`config.mk`:
```
export PLATFORM = sky130hd
export DESIGN_NAME = sdac_link
export DESIGN_NICKNAME = d
export VERILOG_FILES = /design/src/rtl/sdac_link.sv
export SDC_FILE = /design/constraint.sdc
export NUM_CORES = 1
export LEC_CHECK = 0
export BUFFER_PORTS_ARGS = -buffer_cell sky130_fd_sc_hd__buf_4
export CAP_MARGIN = 0
export CORE_MARGIN = 2
export CORE_UTILIZATION = 55
export CTS_CLUSTER_DIAMETER = 150
export CTS_CLUSTER_SIZE = 24
export DETAILED_ROUTE_END_ITERATION = 10
export PLACE_DENSITY = 0.8
export SLEW_MARGIN = 15
export SYNTH_ARGS = -nofsm -noshare
export SYNTH_HDL_FRONTEND = slang
export SYNTH_SLANG_ARGS = --single-unit
```
`constraint.sdc`:
```
create_clock -name clk -period 5.5 [get_ports clk]
set_input_delay 1.1 -clock clk [delete_from_list [all_inputs] [get_ports clk]]
set_output_delay 1.1 -clock clk [all_outputs]
set_load 0.01 [all_outputs]
```
`src/rtl/sdac_link.sv`:
```
module sdac_link #(
  parameter int WORD_W = 16,
  parameter logic [WORD_W-1:0] CLR_CODE = {1'b1, {(WORD_W-1){1'b0}}}
) (
  input  logic              clk,
  input  logic              rst_n,
  input  logic              fs_n,
  input  logic              sck,
  input  logic              sdi,
  input  logic              ld_n,
  input  logic              clr_n,
  input  logic              pd_n,
  output logic              sdo,
  output logic [WORD_W-1:0] dac_code,
  output logic              clr_flag,
  output logic              pd_flag
);
  localparam int CW = $clog2(WORD_W + 2);
  localparam logic [CW-1:0] FULL = CW'(WORD_W);
  localparam logic [CW-1:0] OVER = CW'(WORD_W + 1);

  logic [2:0] fs_q, sck_q, ld_q, clr_q;
  logic [1:0] pd_q, sdi_q;
  logic [WORD_W-1:0] sh, in_reg, dac_reg;
  logic [CW-1:0] cnt;
  logic in_frame;

  always_ff @(posedge clk or negedge rst_n) begin
    if (!rst_n) begin
      fs_q  <= '1;
      sck_q <= '1;
      ld_q  <= '1;
      clr_q <= '1;
      pd_q  <= '1;
      sdi_q <= '0;
    end else begin
      fs_q  <= {fs_q[1:0], fs_n};
      sck_q <= {sck_q[1:0], sck};
      ld_q  <= {ld_q[1:0], ld_n};
      clr_q <= {clr_q[1:0], clr_n};
      pd_q  <= {pd_q[0], pd_n};
      sdi_q <= {sdi_q[0], sdi};
    end
  end

  wire fs_fall  = fs_q[2] & ~fs_q[1];
  wire fs_rise  = ~fs_q[2] & fs_q[1];
  wire sck_fall = in_frame & sck_q[2] & ~sck_q[1];
  wire sck_rise = in_frame & ~sck_q[2] & sck_q[1];
  wire ld_low   = ~ld_q[1];
  wire ld_fall  = ld_q[2] & ~ld_q[1];
  wire clr_fall = clr_q[2] & ~clr_q[1];
  wire frame_ok = in_frame & fs_rise & (cnt == FULL);
  wire upd      = ld_fall | (frame_ok & ld_low);
  wire [WORD_W-1:0] next_in = frame_ok ? sh : in_reg;

  always_ff @(posedge clk or negedge rst_n) begin
    if (!rst_n) begin
      in_frame <= 1'b0;
      cnt      <= '0;
      sh       <= '0;
      sdo      <= 1'b0;
      in_reg   <= CLR_CODE;
      dac_reg  <= CLR_CODE;
      clr_flag <= 1'b0;
      pd_flag  <= 1'b0;
    end else begin
      if (fs_fall) begin
        in_frame <= 1'b1;
        cnt      <= '0;
        sdo      <= sh[WORD_W-1];
      end else if (fs_rise) begin
        in_frame <= 1'b0;
      end
      if (sck_fall) begin
        sh <= {sh[WORD_W-2:0], sdi_q[1]};
        if (cnt != OVER) cnt <= cnt + 1'b1;
      end
      if (sck_rise) sdo <= sh[WORD_W-1];
      if (frame_ok) in_reg <= sh;
      if (upd) dac_reg <= next_in;
      if (clr_fall) clr_flag <= 1'b1;
      else if (upd) clr_flag <= 1'b0;
      pd_flag <= ~pd_q[1];
    end
  end

  assign dac_code = clr_flag ? CLR_CODE : dac_reg;

  AST_SHIFT_IN: assert property (@(posedge clk) disable iff (!rst_n)
    sck_fall |=> sh[0] == $past(sdi_q[1]));
  AST_HOLD_DAC: assert property (@(posedge clk) disable iff (!rst_n)
    !upd |=> $stable(dac_reg));
  AST_LOAD_ON_CLOSE: assert property (@(posedge clk) disable iff (!rst_n)
    (frame_ok && ld_low && !clr_fall) |=> dac_code == $past(sh));
  AST_DROP_SHORT: assert property (@(posedge clk) disable iff (!rst_n)
    (fs_rise && in_frame && cnt != FULL) |=> $stable(in_reg));
  AST_CLR_CODE: assert property (@(posedge clk) disable iff (!rst_n)
    clr_fall |=> (clr_flag && dac_code == CLR_CODE));
  AST_CLR_KEEPS_REGS: assert property (@(posedge clk) disable iff (!rst_n)
    (clr_fall && !frame_ok && !upd) |=> ($stable(in_reg) && $stable(dac_reg)));
  AST_CLR_STICKY: assert property (@(posedge clk) disable iff (!rst_n)
    (clr_flag && !upd) |=> clr_flag);
  AST_PD_FLAG: assert property (@(posedge clk) disable iff (!rst_n)
    !pd_q[1] |=> pd_flag);
  AST_SDO_STEADY: assert property (@(posedge clk) disable iff (!rst_n)
    (!sck_rise && !fs_fall) |=> $stable(sdo));
endmodule

```
---- Word-level counts from Yosys, hierarchy flattened ----
Index checks and enable logic that the tools add are counted.
operators by class
  add/sub/neg operators ................... 1
  equality and inequality tests ........... 2
  multiplexer cells ....................... 11
  bitwise gates (word level) .............. 19
  reduce and logical (&&, ||, !) cells .... 3
operators by type and width
  operator                                                        number
  16-bit two-way mux                                              2
  5-bit two-way mux                                               3
  1-bit bitwise AND                                               11
  1-bit inverter                                                  7
  1-bit two-way mux                                               6
  2-bit nonzero test                                              3
  5-bit by 1-bit adder with 5-bit output (second input constant)  1
  5-bit == test (second input constant)                           1
  5-bit != test (second input constant)                           1
  1-bit bitwise OR                                                1
word-level totals
  register bits after elaboration ......... 73
  input port bits ......................... 8
  output and inout port bits .............. 19

---- Longest topological paths before layout ----
  word-level depth ........................ 8
  mapped depth ............................ 7

---- Worst setup path after synthesis ----
No wires, ideal clock.
  path kind ............................... register to output
  from .................................... reg clr_flag
  to ...................................... out dac_code[15]
  arrival time ............................ 1011 ps
  path slack .............................. 3389 ps
  cell stages (with the launch flop) ...... 3
  path buffers ............................ 1
  path through ............................ dfrtp_1 > clkbuf_1 > or2_2
on the way
  longest elaborated chain between the ends .. 1
ends and longest elaborated chain
  what                    RTL line  RTL
  start, declared         15        output logic clr_flag,
  start signal, assigned  65        clr_flag <= 1'b0;
  start signal, assigned  82        if (clr_fall) clr_flag <= 1'b1;
  start signal, assigned  83        else if (upd) clr_flag <= 1'b0;
  16-bit two-way mux      88        assign dac_code = clr_flag ? CLR_CODE : dac_reg;
  end, declared           14        output logic [WORD_W-1:0] dac_code,
No other way between the ends.

---- Final worst setup path ----
Ends and elaborated chain as after synthesis.

==> impl_metrics.env <==
export IMPL_synth_yosys_seq_area_share_pct=57.59
export IMPL_syn_area_per_cell_um2=11.66
export IMPL_r2r_worst_path_cells=5
export IMPL_end_kind="output port"
export IMPL_run_status="finished, final reports clean"
export IMPL_power_density_mw_per_mm2=302.8
export IMPL_fp_dieArea_mm2=0.006458
export IMPL_num_nets_final=311
export IMPL_post_layout_total_power_mw=1.099
export IMPL_initial_antenna_violation_count=0
export IMPL_synth_commonest_cells="63 x sky130_fd_sc_hd__nand2_1, 57 x sky130_fd_sc_hd__dfrtp_1, 18 x sky130_fd_sc_hd__nor2b_1"
export IMPL_worstPathRequired_ns=4.40
export IMPL_post_cts_resized_instances=0
export IMPL_cts_max_level=3
export IMPL_globalRouteMet2Util_pct=28.83
export IMPL_yosysMostFrequentCell="sky130_fd_sc_hd__nand2_1"
export IMPL_placeableCoreArea_mm2=0.005574
export IMPL_groute_layer_met3_usage_pct=7.191
export IMPL_ant_nets=0
export IMPL_antenna_cells=0
export IMPL_wl_per_cell_um=14.88
export IMPL_count_of_vias_placed_by_the_detailed_router=2052
export IMPL_max_cap_viols=0
export IMPL_final_min_clock_period_ns=2.520
export IMPL_io_buffers=26
export IMPL_synth_yosys_warnings=0
export IMPL_netlist_area_leader_share_pct=44.48
export IMPL_r2r_endpoint="dac_reg[11]"
export IMPL_rows=27
export IMPL_timing_critical_path_from_type="flip-flop"
export IMPL_die_width_um=80.36
export IMPL_synth_async_sr_flop_share_pct=100.0
export IMPL_area_growth_synth_to_final_pct=13.15
export IMPL_post_cts_setup_bufs=0
export IMPL_drt_initial_drc_count=140
export IMPL_hold_start="sdi_q[0]"
export IMPL_clock_tree_from_tritoncts="yes"
export IMPL_dominantRegCellSynth="sky130_fd_sc_hd__dfrtp_1"
export IMPL_period_share_pct=45.82
export IMPL_die_height_um=80.36
export IMPL_drt_vias_per_instance=5.472
export IMPL_regArea_mm2=0.001847
export IMPL_filler_cell_count=436
export IMPL_fmax_ghz=0.3968
export IMPL_detailed_place_hpwl_um=3509
export IMPL_grt_pass1_vias=1908
export IMPL_drive_above_1_share_pct=26.73
export IMPL_pin_count_of_the_biggest_net_entering_global_routing=74
export IMPL_sequential_share_of_power_pct=54.2
export IMPL_power_static_leakage_nw=1.777
export IMPL_routabilityCongestion=0.7539
export IMPL_global_route_usage_met1_pct=28.02
export IMPL_netlist_top_cell_by_area="sky130_fd_sc_hd__dfrtp_1"
export IMPL_worst_setup_hold_path_clk_slew_ns=0.08
export IMPL_report_final_slew_viol_count=0
export IMPL_critical_path_origin="clr_flag"
export IMPL_internal_power_mw=0.8435
export IMPL_synth_top_cells_by_area="sky130_fd_sc_hd__dfrtp_1 44%, sky130_fd_sc_hd__dfstp_2 13%, sky130_fd_sc_hd__nand2_1 7.4%"
export IMPL_number_of_synthesized_flops_with_an_enable_pin=0
export IMPL_number_of_cts_inserted_buffers=9
export IMPL_tns_ns=0
export IMPL_worst_pin_slew_ns=0.8629
export IMPL_grt_busiest_layer="met2"
export IMPL_wirelength_um=5581
export IMPL_postSynthNetCount=288
export IMPL_cts_root_buffer_cell="sky130_fd_sc_hd__clkbuf_8"
export IMPL_globalRouteOverflowTotal=0
export IMPL_cts_buffer_depth=2
export IMPL_postSynthRegisterBits=73
export IMPL_floorplan_initialDensity_pct=57.53
export IMPL_ir_worst_vdd_v=0.0002587
export IMPL_power_combinational_fraction_pct=5.2
export IMPL_reg2reg_slack_ns=3.12
export IMPL_drc=0
export IMPL_finalClockSkew_ns=0.006402
export IMPL_multiInputGateArea_mm2=0.001236
export IMPL_min_path_cells=0
export IMPL_critPathKind="reg -> out"
export IMPL_netSwitchingPower_mw=0.2551
export IMPL_worst_path_maximum_fanout=18
export IMPL_setup_violations=0
export IMPL_post_cts_hold_buffer_count=0
export IMPL_clkPwrFrac_pct=40.6
export IMPL_timing_rr_start="fs_q[1]"
export IMPL_netlist_instances=275
export IMPL_numClockSinks=73
export IMPL_clk_insertion_delay_late_ns=0.34
export IMPL_maxSlewHeadroom_pct=42.48
export IMPL_p_sw_share_pct=23.22
export IMPL_syn_area_mm2=0.003207
export IMPL_detail_route_first_pass_iterations=4
export IMPL_grt_pass1_wl_um=9535
export IMPL_ios=27
export IMPL_hold_viol=0
export IMPL_hold_path_class="reg -> reg"
export IMPL_hold_path_end="sdi_q[1]"
export IMPL_grt_total_usage_pct=19.86
export IMPL_rsz0062_at_grt="false"
export IMPL_yosysUniqueCellTypes=32
export IMPL_timing_critical_path_arrival_ns=1.42
-- cell type report --
type	count	area share, %
flip-flops and latches	73	50.90
multi-input cells	179	34.07
repair buffers	28	5.793
clock buffers	9	3.414
clock inverters	7	2.621
well taps	72	2.483
inverters	7	0.7241
-- per-stage QoR --
stage	instances	utilization (%)	hold WS (ns)	worst slack [ns]	cell area [µm²]
after floorplan	275	-	0.3312	3.389	3207
final	375	65.10	0.3553	2.980	3628
after CTS	375	65.10	0.3564	2.957	3628
after detailed placement	359	61.17	0.3379	3.133	3410
after global routing	375	65.10	0.3624	2.902	3628
after global placement	358	61.03	0.3327	3.016	3402
-- worst max-delay path: stages (launching register included) --
cell and delay, ns:
sky130_fd_sc_hd__dfrtp_1 0.57, sky130_fd_sc_hd__or2_2 0.37, sky130_fd_sc_hd__buf_4 0.14
-- layer usage --
metal,part of all wire [%],wire length (µm),vias up
li1,-,-,1002
met1,49,2713,997
met2,46,2554,47
met3,4.5,249,6
met4,1.1,63,0
met5,0,0,-
-- cells by family (layout without fill, tap and decap cells) --
family,Yosys count,in the layout,synth area share (%)
XOR/XNOR,1,1,0.2732
AO/OA/AOI/OAI,26,26,7.296
flip-flops,73,73,57.59
multiplexers,21,21,9.091
AND/OR/NAND/NOR,126,126,19.94
adder cells (fa/ha/maj),5,5,1.951
buffers and inverters,23,51,3.863
-- power by group through the flow --
stage	logic [mW]	registers (mW)	clock network, mW
3_5_place_dp	0.0581	0.605	0
2_1_floorplan	0.0392	0.591	0
4_1_cts	0.0582	0.595	0.456
3_3_place_gp	0.0558	0.603	0
5_1_grt	0.0659	0.600	0.487
6_report	0.0567	0.595	0.447
-- layout by cell type (no fill, tap or decap), types with 2 or more instances in the layout --
| cell | count |
|---|---|
| sky130_fd_sc_hd__buf_4 | 28 |
| sky130_fd_sc_hd__nand3b_1 | 2 |
| sky130_fd_sc_hd__dfrtp_1 | 57 |
| sky130_fd_sc_hd__clkinv_4 | 2 |
| sky130_fd_sc_hd__inv_1 | 7 |
| sky130_fd_sc_hd__mux2_2 | 5 |
| sky130_fd_sc_hd__nand3_1 | 3 |
| sky130_fd_sc_hd__nor2_1 | 17 |
| sky130_fd_sc_hd__clkinv_2 | 2 |
| sky130_fd_sc_hd__clkbuf_8 | 9 |
| sky130_fd_sc_hd__nor4b_1 | 15 |
| sky130_fd_sc_hd__dfstp_2 | 16 |
| sky130_fd_sc_hd__nor2b_1 | 18 |
| sky130_fd_sc_hd__nand2_1 | 63 |
| sky130_fd_sc_hd__a221o_1 | 16 |
| sky130_fd_sc_hd__a21oi_1 | 3 |
| sky130_fd_sc_hd__bufinv_16 | 2 |
| sky130_fd_sc_hd__a22o_1 | 3 |
| sky130_fd_sc_hd__ha_1 | 5 |
| sky130_fd_sc_hd__mux2_4 | 15 |
-- worst max-delay path by stage --
stage                         endpoint  slack, ns  cells after the start
after floorplan           dac_code[15]       3.39                      2
after CTS                 dac_code[15]       2.96                      2
after global placement     dac_reg[11]       3.02                      3
after detailed placement   dac_reg[11]       3.13                      5
final                     dac_code[15]       2.98                      2
after global routing      dac_code[15]       2.90                      2
Power figures use the tool's default switching activity.
